**config.mk**
```make
export PLATFORM = sky130hd
export DESIGN_NAME = irq_group_aggregator
export DESIGN_NICKNAME = d
export VERILOG_FILES = /design/src/rtl/irqagg_pkg.sv /design/src/rtl/irqagg_decode.sv /design/src/rtl/irqagg_group.sv /design/src/rtl/irq_group_aggregator.sv
export SDC_FILE = /design/constraint.sdc
export NUM_CORES = 1
export LEC_CHECK = 0
export ABC_AREA = 1
export BUFFER_PORTS_ARGS = -buffer_cell sky130_fd_sc_hd__buf_4
export CAP_MARGIN = 20
export CORE_AREA = 4 4 77 79
export DETAILED_ROUTE_END_ITERATION = 12
export DIE_AREA = 0 0 81 83
export PLACE_DENSITY = 0.75
export SYNTH_ARGS = -nofsm -noshare
export SYNTH_HDL_FRONTEND = slang
export SYNTH_SLANG_ARGS = --single-unit
```
**constraint.sdc**
```tcl
create_clock -name clk -period 1.74 [get_ports clk]
set_input_delay 0.348 -clock clk [delete_from_list [all_inputs] [get_ports clk]]
set_output_delay 0.348 -clock clk [all_outputs]
set_load 0.1 [all_outputs]
```
**src/rtl/irqagg_pkg.sv**
```systemverilog
package irqagg_pkg;

    localparam int IRQ_GROUPS  = 4;
    localparam int IRQ_SRCS    = 4;
    localparam int BUS_ADDR_W  = 8;
    localparam int BUS_DATA_W  = 8;
    localparam int GRP_IDX_W   = (IRQ_GROUPS > 1) ? $clog2(IRQ_GROUPS) : 1;

    localparam int MAP_BASE    = 'h30;
    localparam int MAP_STRIDE  = 'h10;
    localparam int MAP_EN_OFS  = 'h04;

    typedef enum logic [0:0] {
        REG_PEND   = 1'b0,
        REG_ENABLE = 1'b1
    } reg_kind_e;

    typedef struct packed {
        logic                 hit;
        logic [GRP_IDX_W-1:0] grp;
        reg_kind_e            kind;
    } reg_sel_t;

    // Enable update: mode bit high sets the selected bits, low clears them.
    function automatic logic [IRQ_SRCS-1:0] en_update(
        input logic [IRQ_SRCS-1:0] cur,
        input logic [IRQ_SRCS-1:0] sel,
        input logic                set_mode
    );
        return set_mode ? (cur | sel) : (cur & ~sel);
    endfunction

    function automatic logic [BUS_DATA_W-1:0] pad_nibble(input logic [IRQ_SRCS-1:0] v);
        logic [BUS_DATA_W-1:0] r;
        r = '0;
        r[IRQ_SRCS-1:0] = v;
        return r;
    endfunction

endpackage

```
**src/rtl/irqagg_decode.sv**
```systemverilog
module irqagg_decode
    import irqagg_pkg::*;
#(
    parameter int GROUPS = IRQ_GROUPS,
    parameter int ADDR_W = BUS_ADDR_W,
    parameter int BASE   = MAP_BASE,
    parameter int STRIDE = MAP_STRIDE,
    parameter int EN_OFS = MAP_EN_OFS
) (
    input  logic              clk,
    input  logic              rst,
    input  logic [ADDR_W-1:0] addr_i,
    output reg_sel_t          sel_o
);

    logic [GROUPS-1:0] grp_hit;

    always_comb begin
        sel_o   = '0;
        grp_hit = '0;
        for (int g = 0; g < GROUPS; g++) begin
            if (int'(addr_i) == BASE + g * STRIDE) begin
                grp_hit[g] = 1'b1;
                sel_o.hit  = 1'b1;
                sel_o.grp  = GRP_IDX_W'(g);
                sel_o.kind = REG_PEND;
            end else if (int'(addr_i) == BASE + g * STRIDE + EN_OFS) begin
                grp_hit[g] = 1'b1;
                sel_o.hit  = 1'b1;
                sel_o.grp  = GRP_IDX_W'(g);
                sel_o.kind = REG_ENABLE;
            end
        end
    end

    AST_ONE_GROUP_PER_ADDR: assert property (@(posedge clk) disable iff (rst)
        $onehot0(grp_hit) && (sel_o.hit == (|grp_hit)));

endmodule

```
**src/rtl/irqagg_group.sv**
```systemverilog
module irqagg_group
    import irqagg_pkg::*;
#(
    parameter int SRCS   = IRQ_SRCS,
    parameter int DATA_W = BUS_DATA_W
) (
    input  logic              clk,
    input  logic              rst,
    input  logic [SRCS-1:0]   src_i,
    input  logic              wr_pend_i,
    input  logic              wr_en_i,
    input  logic [DATA_W-1:0] wdata_i,
    output logic [SRCS-1:0]   pend_o,
    output logic [SRCS-1:0]   en_o,
    output logic              req_o
);

    localparam int MODE_BIT = DATA_W - 1;

    logic [SRCS-1:0] src_q;
    logic [SRCS-1:0] evt;
    logic [SRCS-1:0] clr;
    logic [SRCS-1:0] pend_q;
    logic [SRCS-1:0] en_q;

    assign evt = src_i & ~src_q;
    assign clr = wr_pend_i ? wdata_i[SRCS-1:0] : '0;

    always_ff @(posedge clk) begin
        if (rst) begin
            src_q  <= '0;
            pend_q <= '0;
            en_q   <= '0;
        end else begin
            src_q  <= src_i;
            // Event is OR-ed after the clear so a coincident event survives.
            pend_q <= (pend_q & ~clr) | evt;
            if (wr_en_i)
                en_q <= en_update(en_q, wdata_i[SRCS-1:0], wdata_i[MODE_BIT]);
        end
    end

    assign pend_o = pend_q;
    assign en_o   = en_q;
    assign req_o  = |(pend_q & en_q);

    AST_RESET_CLEARS: assert property (@(posedge clk)
        rst |=> (pend_q == '0 && en_q == '0));

    AST_EDGE_LATCHES: assert property (@(posedge clk) disable iff (rst)
        (|evt) |=> ((pend_q & $past(evt)) == $past(evt)));

    AST_W1C_ONLY: assert property (@(posedge clk) disable iff (rst)
        (wr_pend_i && !(|evt)) |=>
            (pend_q == ($past(pend_q) & ~$past(wdata_i[SRCS-1:0]))));

    AST_EN_SET: assert property (@(posedge clk) disable iff (rst)
        (wr_en_i && wdata_i[MODE_BIT]) |=>
            ((en_q & $past(wdata_i[SRCS-1:0])) == $past(wdata_i[SRCS-1:0])));

    AST_EN_CLEAR: assert property (@(posedge clk) disable iff (rst)
        (wr_en_i && !wdata_i[MODE_BIT]) |=>
            ((en_q & $past(wdata_i[SRCS-1:0])) == '0));

    AST_EN_HOLD: assert property (@(posedge clk) disable iff (rst)
        !wr_en_i |=> $stable(en_q));

endmodule

```
**src/rtl/irq_group_aggregator.sv**
```systemverilog
module irq_group_aggregator
    import irqagg_pkg::*;
#(
    parameter int GROUPS = IRQ_GROUPS,
    parameter int SRCS   = IRQ_SRCS,
    parameter int ADDR_W = BUS_ADDR_W,
    parameter int DATA_W = BUS_DATA_W
) (
    input  logic                     clk,
    input  logic                     rst,
    input  logic [GROUPS*SRCS-1:0]   src_i,
    input  logic [ADDR_W-1:0]        bus_addr_i,
    input  logic                     bus_wr_i,
    input  logic [DATA_W-1:0]        bus_wdata_i,
    output logic [DATA_W-1:0]        bus_rdata_o,
    output logic [GROUPS-1:0]        irq_req_o
);

    reg_sel_t        sel;
    logic [SRCS-1:0] pend [GROUPS];
    logic [SRCS-1:0] en   [GROUPS];

    irqagg_decode #(
        .GROUPS (GROUPS),
        .ADDR_W (ADDR_W)
    ) u_decode (
        .clk    (clk),
        .rst    (rst),
        .addr_i (bus_addr_i),
        .sel_o  (sel)
    );

    for (genvar g = 0; g < GROUPS; g++) begin : g_grp
        logic wr_pend;
        logic wr_en;

        assign wr_pend = bus_wr_i && sel.hit && (int'(sel.grp) == g) && (sel.kind == REG_PEND);
        assign wr_en   = bus_wr_i && sel.hit && (int'(sel.grp) == g) && (sel.kind == REG_ENABLE);

        irqagg_group #(
            .SRCS   (SRCS),
            .DATA_W (DATA_W)
        ) u_group (
            .clk       (clk),
            .rst       (rst),
            .src_i     (src_i[g*SRCS +: SRCS]),
            .wr_pend_i (wr_pend),
            .wr_en_i   (wr_en),
            .wdata_i   (bus_wdata_i),
            .pend_o    (pend[g]),
            .en_o      (en[g]),
            .req_o     (irq_req_o[g])
        );
    end

    always_comb begin
        bus_rdata_o = '0;
        for (int g = 0; g < GROUPS; g++) begin
            if (sel.hit && int'(sel.grp) == g)
                bus_rdata_o = (sel.kind == REG_ENABLE) ? pad_nibble(en[g]) : pad_nibble(pend[g]);
        end
    end

    AST_RDATA_UPPER_ZERO: assert property (@(posedge clk) disable iff (rst)
        bus_rdata_o[DATA_W-1:SRCS] == '0);

    AST_UNMAPPED_READS_ZERO: assert property (@(posedge clk) disable iff (rst)
        !sel.hit |-> bus_rdata_o == '0);

    AST_REQ_QUIET_AFTER_RESET: assert property (@(posedge clk)
        rst |=> irq_req_o == '0);

endmodule

```
# Word level (Yosys, flattened, before mapping)
# Cells that the tools add are included.
word_totals:
  mem_bits_rw: 0
  input_bits: 35
  n_memories: 0
  latchBits: 0
  wordCells: 103
  regBits: 48
  output_inout_bits: 12
  mem_bits_ro: 0
op_classes:
  eq_ne: 11
  order_cmp: 0
  add_sub_neg: 0
  shift: 0
  div_mod_pow: 0
  multipliers: 0
  muxes: 24
  bitwise: 34
  reduce_logical: 22
op_table:
  columns: ["op", "count"]
  rows:
  - ["two-way mux 4 bit", 20]
  - ["bitwise AND 4 bit", 16]
  - ["equality test 8 bit (second input constant)", 6]
  - ["NOT 4 bit", 9]
  - ["two-way mux 8 bit", 4]
  - ["OR 4 bit", 8]
  - ["logical AND 1 bit", 17]
  - ["equality test 8 x 7 -> 1 bit (second input constant)", 2]
  - ["OR reduction 4 bit", 4]
  - ["equality test 2 bit (second input constant)", 2]
  - ["equality test 2 x 1 -> 1 bit (second input constant)", 1]
  - ["zero test 2 bit", 1]
  - ["NOT 1 bit", 1]

# Longest topological paths before layout
# Gate-level depths: netlist (run 1).
logic_depth:
  depth_word: 16
  mapped_depth: 11
  ltp_nobuf: 11

# Hierarchy
# A second synthesis (run 1) with hierarchy kept.
hier_totals:
  hier_cells: 376
  hier_area_um2: 2479.9
modules_own_cells:
  columns: ["module", "n_inst", "area_each_um2", "cells_per_inst"]
  rows:
  - ["irqagg_group", 4, 485.5, 63]
  - ["irq_group_aggregator", 1, 431.7, 99]
  - ["irqagg_decode", 1, 106.4, 25]

# Worst setup path before layout (run 1)
# Ideal clock, no wire load.
synth_path:
  kind: "in2out"
  from: "input port bus_addr_i[3]"
  to: "output port bus_rdata_o[1]"
  n_path_buf: 1
  arrival_time_ps: 2049
  t_required_ps: 1392
  setup_slack_ps: -657
  path_stages: 9
  cell_sequence: "inv_2 nand2_1 nor2_4 nand2_1 nand3_4 buf_6 nand2_1 nand3_1 nand4_1"
synth_via:
  elab_chain_len: 14
  elab_cells_between_ends: 32
synth_lines:
  columns: ["element", "line", "source"]
  rows:
  - ["start: declaration", "irq_group_aggregator.sv:12", "input logic [ADDR_W-1:0] bus_addr_i,"]
  - ["equality test 8 x 7 -> 1 bit, on equally long branches", "irqagg_decode.sv:27, irqagg_decode.sv:22", null]
  - ["two-way mux 4 bit, on equally long branches", "irqagg_decode.sv:27, irqagg_decode.sv:22", null]
  - ["two-way mux 4 bit, on equally long branches", "irqagg_decode.sv:22, irqagg_decode.sv:27", null]
  - ["two-way mux 4 bit, on equally long branches", "irqagg_decode.sv:27, irqagg_decode.sv:22", null]
  - ["two-way mux 4 bit, on equally long branches", "irqagg_decode.sv:22, irqagg_decode.sv:27", null]
  - ["two-way mux 4 bit, on equally long branches", "irqagg_decode.sv:27, irqagg_decode.sv:22", null]
  - ["two-way mux 4 bit, on equally long branches", "irqagg_decode.sv:22, irqagg_decode.sv:27", null]
  - ["two-way mux 4 bit, on equally long branches", "irqagg_decode.sv:27, irqagg_decode.sv:22", null]
  - ["two-way mux 4 bit (*)", "irqagg_decode.sv:22", "if (int'(addr_i) == BASE + g * STRIDE) begin"]
  - ["two-way mux 4 bit or logical AND 1 bit (tied branches)", "irq_group_aggregator.sv:60, irq_group_aggregator.sv:59", null]
  - ["two-way mux 8 bit (3 in series)", "irq_group_aggregator.sv:59", "if (sel.hit && int'(sel.grp) == g)"]
  - ["two-way mux 8 bit (*)", "irq_group_aggregator.sv:59", null]
  - ["end: declaration", "irq_group_aggregator.sv:15", "output logic [DATA_W-1:0] bus_rdata_o,"]
# Every way passes the cells marked *; elsewhere a longest branch is shown, timed or not.

# Final worst setup path (run 1)
layout_path:
  from: "input port bus_addr_i[5]"
  to: "output port bus_rdata_o[2]"
# The elaborated chain is that of the path after synthesis.

==> results of run 1 <==
metrics by stage:
step / TNS [ns] / setup slack [ns] / instance area (µm²) / instances
detailed placement: -1.09 / -0.291 / 3100 / 504
CTS: -0.760 / -0.201 / 3360 / 520
global placement: -1.01 / -0.255 / 3100 / 504
global route: -1.29 / -0.329 / 3600 / 526
finish: -1.02 / -0.299 / 3600 / 526
floorplan: -2.37 / -0.599 / 2600 / 384
kinds of logic (layout without fill, tap and decap cells):
| logic type | count (synthesis) | count (layout) | share of synthesized area, % |
|---|---|---|---|
| AOI/OAI and AO/OA | 56 | 56 | 12.2 |
| buffers and inverters | 92 | 160 | 15.6 |
| DFF | 48 | 48 | 37.6 |
| other | 1 | 4 | 0.147 |
| and+or+nand+nor | 184 | 186 | 34.3 |
layout make-up:
type                    count  area [µm²]  area share (%)
flip-flops and latches     48         965            26.8
inverters                  73         299            8.31
multi-input cells         246        1400            38.8
clock inverters             2        35.0           0.973
clock buffers               6        72.6            2.02
repair buffers             79         743            20.6
well taps                  72        90.1            2.50
layout by cell type, fill, tap and decap left out, drive strengths merged:
cell	count
nand2	80
buf	77
inv	73
dfxtp	48
nor2	47
nand3	37
o21ai	31
nand4	14
a21oi	11
o31ai	8
clkbuf	8
nor3	7
conb	4
o22ai	4
a221o	1
or2	1
a211oi	1
bufinv	1
clkinv	1
metal layers:
metal  GRT usage, %  up-vias
li1               -     1346
met1           26.4     1243
met2           32.5      128
met3           3.47       31
met4           5.07        0
met5              0        -
critical path, stage by stage:
cell	delay, ns
buf_6	0.11
nand2_2	0.07
inv_1	0.04
nand2_1	0.11
nand2_4	0.08
nand2_2	0.10
nand3_4	0.14
buf_6	0.14
nand2_1	0.07
nand3_2	0.10
nand4_1	0.16
buf_8	0.22
path summary, 6_finish.rpt:
path / start / end / slack, ns / cells past startpoint
setup / recovery: bus_addr_i[5] / bus_rdata_o[2] / -0.30 / 12
hold / removal: src_i[6] / g_grp[1].u_group.src_q[2] / 0.26 / 3
setup reg to reg: g_grp[0].u_group.pend_o[0] / g_grp[0].u_group.pend_o[0] / 0.94 / 4
hold reg to reg: g_grp[0].u_group.src_q[3] / g_grp[0].u_group.pend_o[3] / 0.40 / 1
report_power, final:
part | total, µW | internal [µW] | switching [µW]
registers | 1180 | 1150 | 25.7
logic | 429 | 169 | 261
clock network | 784 | 427 | 358
what timing repair did:
| action | 4_1_cts | 5_1_grt |
|---|---|---|
| hold buffers | 0 | 0 |
| gates resized for setup | 27 | 44 |
| buffers inserted | 8 | 4 |
| pin swaps | 12 | 16 |
| gates cloned | 0 | 2 |
| setup endpoints to repair | 5 | 6 |
==> flow_summary.json, run 1 <==
{
  "finalHoldViolCount": 0,
  "synth_top_area_share_pct": 37.6,
  "path_clk_slew_ns": 0.08,
  "synth_area_leaders": "dfxtp_1 38%, nand2_1 11%, inv_1 9.8%",
  "fin_nets": 488,
  "synth_top_area_cell": "dfxtp_1",
  "clkLatencyLatePin_ns": 0.30,
  "drive_above_1_share_pct": 31.7,
  "ys_warn_count": 0,
  "syn_avg_cell_area_um2": 6.70,
  "wl_per_cell_um": 13.6,
  "yosysMostFrequentCell": "nand2_1",
  "fp.dieW_um": 81,
  "synth_cells": 381,
  "rows": 27,
  "rsz0062_at_grt": "true",
  "drtIter0Drc": 276,
  "wirelength_mm": 7.15,
  "cts_max_level": 2,
  "synthFlopType": "dfxtp_1",
  "grt_antenna_before_repair": 0,
  "wl_met3_um": 525,
  "worstPathMaxFanout": 6,
  "grt_overflow": 0,
  "hold_ws_ns": 0.260,
  "finalSetupViolCount": 4,
  "start_util_pct": 47.8,
  "area_delta_synth_final_pct": 41.0,
  "status": "finished with violations",
  "die_h_um": 83,
  "dp_hpwl_mm": 4.72,
  "drtPass1Iterations": 7,
  "crit_arrival_ns": 1.69,
  "postRouteAntennaNets": 0,
  "synth_top_cells_by_count": "72 x nand2_1, 67 x inv_1, 48 x dfxtp_1",
  "fin_ws_ns": -0.299,
  "gp_congestion": 0.950,
  "routed-wl-met2_mm": 3.49,
  "cap_violations": 0,
  "viasPerCell": 5.22,
  "critical_path_class": "primary input to output port",
  "pin_count": 47,
  "synth-edff-count": 0,
  "ys_seq_elements": 48,
  "startpoint_type": "primary input",
  "utilization_pct": 67.4,
  "syn_area_mm2": 0.00255,
  "cts.sinks": 48,
  "portBuffers": 39,
  "crit_path_end_kind": "output port",
  "drv_slew": 0,
  "clock_path_buffers": 2,
  "antenna_cells": 0,
  "numCtsBuffers": 5,
  "first_global_vias": 2387,
  "vias": 2748,
  "violations": "setup timing",
  "power.density_mw_per_mm2": 665,
  "core_area_mm2": 0.00534,
  "cts_tree": "built",
  "fillCellCount": 459,
  "ys_seq_area_share_pct": 37.6,
  "yosysUniqueCellTypes": 29,
  "drc_errors": 0,
  "hold_class": "primary input to flop",
  "clock.fmax_mhz": 490,
  "min_period_ns": 2.04,
  "cp.required_ns": 1.39,
  "finalCritPeriodShare_pct": 117,
  "ys_async_sr_fraction_pct": 0,
  "p_total_uw": 2390,
  "grt_first_pass_wirelength_mm": 10.7,
  "die_area_mm2": 0.00672,
  "grt_max_degree": 37,
  "root_buffer": "clkbuf_8",
  "track_usage_pct": 19.7,
  "peakVddDrop_v": 0.000603,
  "topRoutingLayerUsed": "met4",
  "wl_met1_mm": 2.90,
  "fin_skew_ns": 0.00926,
  "leakage_uw": 0.00166
}
No activity file was read; power rests on OpenSTA's default activity.
==> run 2, diff against run 1 <==
Settings changed: ABC_AREA 1 to default, CORE_AREA 4 4 77 79 to 4 4 74 76, DIE_AREA 0 0 81 83 to 0 0 78 80.
==> flow_summary.json, run 2 <==
{
  "status": "finished with violations",
  "violations": "setup timing",
  "wirelength_mm": 5.16,
  "drtIter0Drc": 107,
  "antenna_cells": 0,
  "leakage_uw": 0.00127,
  "clkLatencyLatePin_ns": 0.29,
  "viasPerCell": 5.21,
  "crit_path_end_kind": "output port",
  "rsz0062_at_grt": "true",
  "dp_hpwl_mm": 3.72,
  "regArea_um2": 961,
  "die_h_um": 80,
  "r2r_cells": 2,
  "postCtsSetupBuffers": 0,
  "ctsHoldBuffers": 0,
  "yosysUniqueCellTypes": 32,
  "vias": 1950,
  "grt_antenna_before_repair": 0,
  "critical_path_class": "primary input to output port",
  "clock.fmax_mhz": 479,
  "grt_overflow": 0,
  "finalHoldViolCount": 0,
  "yosysMostFrequentCell": "dfxtp_1",
  "start_util_pct": 49.0,
  "syn_area_mm2": 0.00231,
  "synth-edff-count": 0,
  "hold_class": "primary input to flop",
  "startpoint_type": "primary input",
  "syn_avg_cell_area_um2": 8.73,
  "portBuffers": 39,
  "rows": 25,
  "cp.required_ns": 1.39,
  "cts_max_level": 2,
  "drtPass1Iterations": 4,
  "finalSetupViolCount": 4,
  "crit_arrival_ns": 1.74,
  "first_global_vias": 1903,
  "fp.dieW_um": 78,
  "synth_cells": 265,
  "cts_resized": 14,
  "die_area_mm2": 0.00624,
  "crit_slowest_cell": "mux2i_1",
  "cts_tree": "built",
  "wl_per_cell_um": 13.8,
  "final_common_cell": "buf_4",
  "p_total_uw": 2180,
  "hold_end": "g_grp[0].u_group.src_q[3]",
  "synth_area_leaders": "dfxtp_1 42%, mux2i_1 10%, nand2_1 6.0%",
  "gp_congestion": 0.861,
  "synth_top_area_share_pct": 41.5,
  "min_from": "src_i[3]",
  "drive_above_1_share_pct": 24.8,
  "r2r-end": "g_grp[2].u_group.pend_o[2]",
  "track_usage_pct": 17.3,
  "grt_first_pass_wirelength_mm": 8.64,
  "fin_nets": 342,
  "crit_buf_inv": 3,
  "path_delay_family": "compound AO/OA/AOI/OAI gates",
  "final_area_mm2": 0.00294,
  "path_clk_slew_ns": 0.08,
  "drc_errors": 0,
  "numCtsBuffers": 5,
  "crit_start": "bus_addr_i[5]",
  "ys_async_sr_fraction_pct": 0,
  "multi_input_area_mm2": 0.00127,
  "holdPathStages": 2,
  "ys_warn_count": 0,
  "synthFlopType": "dfxtp_1",
  "ys_seq_area_share_pct": 41.5,
  "cap_violations": 0,
  "post-place-ws_ns": -0.413,
  "postRouteAntennaNets": 0,
  "fin_skew_ns": 0.00323,
  "area_delta_synth_final_pct": 27.0,
  "drv_slew": 0,
  "post_dp_cell_area_mm2": 0.00278,
  "peakVddDrop_v": 0.000548,
  "crit_path_max_incr_delay_ns": 0.22,
  "r2r-start": "g_grp[2].u_group.pend_o[2]",
  "clock_path_buffers": 2,
  "finalCritPeriodShare_pct": 120,
  "core_area_mm2": 0.00472,
  "crit_path_cell_trace": "buf_8 > and3b_1 > o21ai_2 > buf_12 > mux2i_1 > o22a_1 > o221ai_4 > buf_12",
  "pin_count": 47,
  "min_period_ns": 2.09,
  "cpMostUsedCell": "buf_12",
  "synth_top_area_cell": "dfxtp_1",
  "r2r_slack_ns": 1.06,
  "cts.sinks": 48,
  "root_buffer": "clkbuf_8",
  "layout_common_cells": "49 x buf_4, 48 x dfxtp_1, 36 x nand2_1",
  "grt_max_degree": 49,
  "synth_top_cells_by_count": "48 x dfxtp_1, 37 x nand2_1, 24 x a21oi_1, 24 x mux2i_1",
  "fillCellCount": 404,
  "power.density_mw_per_mm2": 742,
  "fin_ws_ns": -0.348,
  "ys_seq_elements": 48,
  "worstPathMaxFanout": 17
}
## run 2: cell families after synthesis
group | synth area share, %
AOI/OAI and AO/OA | 15.1
buffers and inverters | 7.19
DFF | 41.5
muxes | 10.4
other | 0.162
and+or+nand+nor | 25.6
## run 2: metal layers
layer / routed length, µm / global-route usage [%] / up-vias / share of wire, %
li1: - / - / 983 / -
met1: 2360 / 21.8 / 910 / 46
met5: 0 / 0 / - / 0
met3: 283 / 3.50 / 8 / 5.5
met2: 2450 / 29.2 / 49 / 47
met4: 73 / 6.29 / 0 / 1.4
## run 2: how the worst max path moves through the flow
stage / depth (start not counted) / slack, ns / endpoint
2_1_floorplan: 6 / -0.26 / bus_rdata_o[0]
3_3_place_gp: 8 / -0.40 / bus_rdata_o[3]
3_5_place_dp: 8 / -0.41 / bus_rdata_o[3]
4_1_cts: 8 / -0.35 / bus_rdata_o[3]
5_1_grt: 8 / -0.39 / bus_rdata_o[3]
6_report: 8 / -0.35 / bus_rdata_o[3]
## run 2: area by class of cell
| class | instances | area share (%) |
|---|---|---|
| multi-input combinational | 191 | 43.1 |
| sequential | 48 | 32.7 |
| timing repair buffer | 57 | 17.5 |
| clock buffer | 7 | 3.28 |
| tap | 67 | 2.85 |
| inverter | 4 | 0.511 |
## run 2: per-stage QoR
| step | cells | TNS (ns) | utilization (%) | hold WS, ns |
|---|---|---|---|---|
| 2_1_floorplan | 268 | -1.06 | - | 0.444 |
| 5_1_grt | 374 | -1.50 | 62.2 | 0.268 |
| 4_1_cts | 374 | -1.30 | 62.0 | 0.262 |
| 3_3_place_gp | 367 | -2.14 | 58.9 | 0.456 |
| 6_report | 374 | -1.26 | 62.2 | 0.269 |
| 3_5_place_dp | 367 | -2.41 | 58.9 | 0.465 |
## run 2: power by group
| group | internal (µW) | leakage (µW) | switching, µW |
|---|---|---|---|
| Combinational | 136 | 0.000823 | 173 |
| Sequential | 1150 | 0.000396 | 26.5 |
| Clock | 354 | 0.0000503 | 346 |
| Total | 1640 | 0.00127 | 545 |
==> run 3, diff against run 2 <==
Settings changed: CORE_AREA 4 4 74 76 to 2 2 72 74, DIE_AREA 0 0 78 80 to 0 0 74 76.
==> flow_summary.json, run 3 (synthesis results as in run 2) <==
{
  "drc_errors": 0,
  "track_usage_pct": 20.8,
  "finalSetupViolCount": 4,
  "startpoint_type": "primary input",
  "clkPwrFrac_pct": 35.8,
  "crit_path_end_kind": "output port",
  "grt_overflow": 0,
  "gp_congestion": 0.846,
  "crit_path_cell_trace": "buf_8 > and3b_2 > o21ai_4 > buf_12 > mux2i_2 > o22a_1 > o221ai_4 > buf_12",
  "crit_start": "bus_addr_i[5]",
  "path_clk_slew_ns": 0.09,
  "fin_ws_ns": -0.389,
  "drtIter0Drc": 121,
  "crit_arrival_ns": 1.78,
  "utilization_pct": 61.9,
  "leakage_uw": 0.00129,
  "clock_path_buffers": 2,
  "cts_tree": "built",
  "vias": 1992,
  "final_common_cell": "buf_4",
  "portBuffers": 39,
  "root_buffer": "clkbuf_8",
  "drv_slew": 0,
  "r2r-end": "g_grp[2].u_group.pend_o[1]",
  "r2r-start": "g_grp[2].u_group.pend_o[1]",
  "drive_above_1_share_pct": 27.4,
  "numCtsBuffers": 5,
  "die_area_mm2": 0.00562,
  "core_area_mm2": 0.00491,
  "cp.required_ns": 1.39,
  "peakVddDrop_v": 0.000477,
  "power.density_mw_per_mm2": 770,
  "wl_per_cell_um": 14.1,
  "wirelength_mm": 5.36,
  "p_sw_uw": 578,
  "grt_antenna_before_repair": 0,
  "cpMostUsedCell": "buf_12",
  "cp-endpoint": "bus_rdata_o[3]",
  "pin_count": 47,
  "area_delta_synth_final_pct": 31.5,
  "rows": 26,
  "die_h_um": 76,
  "critical_path_class": "primary input to output port",
  "crit_slowest_cell": "and3b_2",
  "numPlacedInstances": 369,
  "r2r_cells": 2,
  "postRouteAntennaNets": 0,
  "finalHoldViolCount": 0,
  "layout_common_cells": "49 x buf_4, 48 x dfxtp_1, 36 x nand2_1",
  "hold_class": "primary input to flop",
  "violations": "setup timing",
  "drtPass1Iterations": 4,
  "fin_skew_ns": 0.00822,
  "crit_buf_inv": 3,
  "dp_hpwl_mm": 3.74,
  "layout.cells.non_filler": 380,
  "path_delay_family": "compound AO/OA/AOI/OAI gates",
  "start_util_pct": 47.1,
  "grt_max_degree": 49,
  "cts_max_level": 2,
  "cap_violations": 0,
  "status": "finished with violations",
  "finalCritPeriodShare_pct": 122,
  "crit_path_max_incr_delay_ns": 0.22,
  "grt_first_pass_wirelength_mm": 9.07,
  "seqPwrFrac_pct": 50.3,
  "p_int_uw": 1760,
  "combPwrFrac_pct": 14.0,
  "first_global_vias": 1882,
  "antenna_cells": 0,
  "fp.dieW_um": 74,
  "fin_nets": 344,
  "cts.sinks": 48,
  "cp_num_cells": 8,
  "viasPerCell": 5.24,
  "rsz0062_at_grt": "true",
  "clock.fmax_mhz": 470,
  "swShare_pct": 24.7,
  "clkLatencyLatePin_ns": 0.30,
  "worstPathMaxFanout": 9,
  "min_period_ns": 2.13,
  "r2r_slack_ns": 1.04
}
-- run 3: cell types whose count changed in the layout (fill, tap and decap cells not counted) --
cell       delta
o21ai_2       -1
a21boi_4      +1
bufinv_16     +1
and3b_2       +1
buf_12        +2
clkbuf_8      -1
mux2i_1       -4
clkinv_4      +1
mux2i_2       +4
a21boi_1      -1
and3b_1       -1
o21ai_4       +1
-- run 3: layer usage --
metal	global-route usage (%)	up-vias	share of wire [%]
met5	0	-	0
met4	8.00	0	1.9
met3	4.37	9	4.2
met2	32.1	56	51
met1	28.3	939	43
li1	-	988	-
-- run 3: metrics by stage --
| step | area, µm² | TNS, ns | total power (µW) | hold WS [ns] | worst slack [ns] |
|---|---|---|---|---|---|
| 6_report | 3040 | -1.48 | 2340 | 0.261 | -0.389 |
| 5_1_grt | 3040 | -1.74 | 2450 | 0.255 | -0.442 |
| 4_1_cts | 3040 | -1.40 | 2360 | 0.256 | -0.365 |
| 3_5_place_dp | 2790 | -1.73 | 1500 | 0.463 | -0.408 |
| 3_3_place_gp | 2790 | -1.62 | 1500 | 0.455 | -0.432 |
| 2_1_floorplan | 2390 | -1.06 | 1390 | 0.444 | -0.264 |
-- run 3: worst min path at each step --
stage | startpoint | end | slack, ns | cells after the start
after CTS | src_i[13] | g_grp[3].u_group.src_q[1] | 0.26 | 2
final | src_i[9] | g_grp[2].u_group.src_q[1] | 0.26 | 2
after global placement | flop | flop | 0.46 | 2
after detailed placement | flop | flop | 0.46 | 2
after global routing | src_i[13] | g_grp[3].u_group.src_q[1] | 0.25 | 2
after floorplan | flop | flop | 0.44 | 2
-- run 3: timing repair --
action	in CTS	in global routing
pin swaps	1	2
gates resized for setup	17	8
setup endpoints to repair	4	4
gates cloned	1	0
hold buffers	0	0
setup buffers	3	0
-- run 3: area by class of cell --
type | count | area, µm²
clock buffer | 6 | 82.6
inverter | 4 | 15.0
fill | 416 | 1870
multi-input combinational | 191 | 1300
sequential | 48 | 961
tap | 70 | 87.6
timing repair buffer | 59 | 554
clock inverter | 2 | 38.8
-- run 3: worst register-to-register path: stages, from the launching register on --
cell,delay [ns]
dfxtp_1,0.38
o21ai_0,0.10
a21oi_1,0.16
-- run 3: power groups by stage --
stage | registers (µW) | logic, µW | clock network (µW)
2_1_floorplan | 1190 | 199 | 0
3_3_place_gp | 1200 | 298 | 0
3_5_place_dp | 1200 | 303 | 0
4_1_cts | 1180 | 331 | 857
5_1_grt | 1180 | 358 | 907
6_report | 1180 | 328 | 837
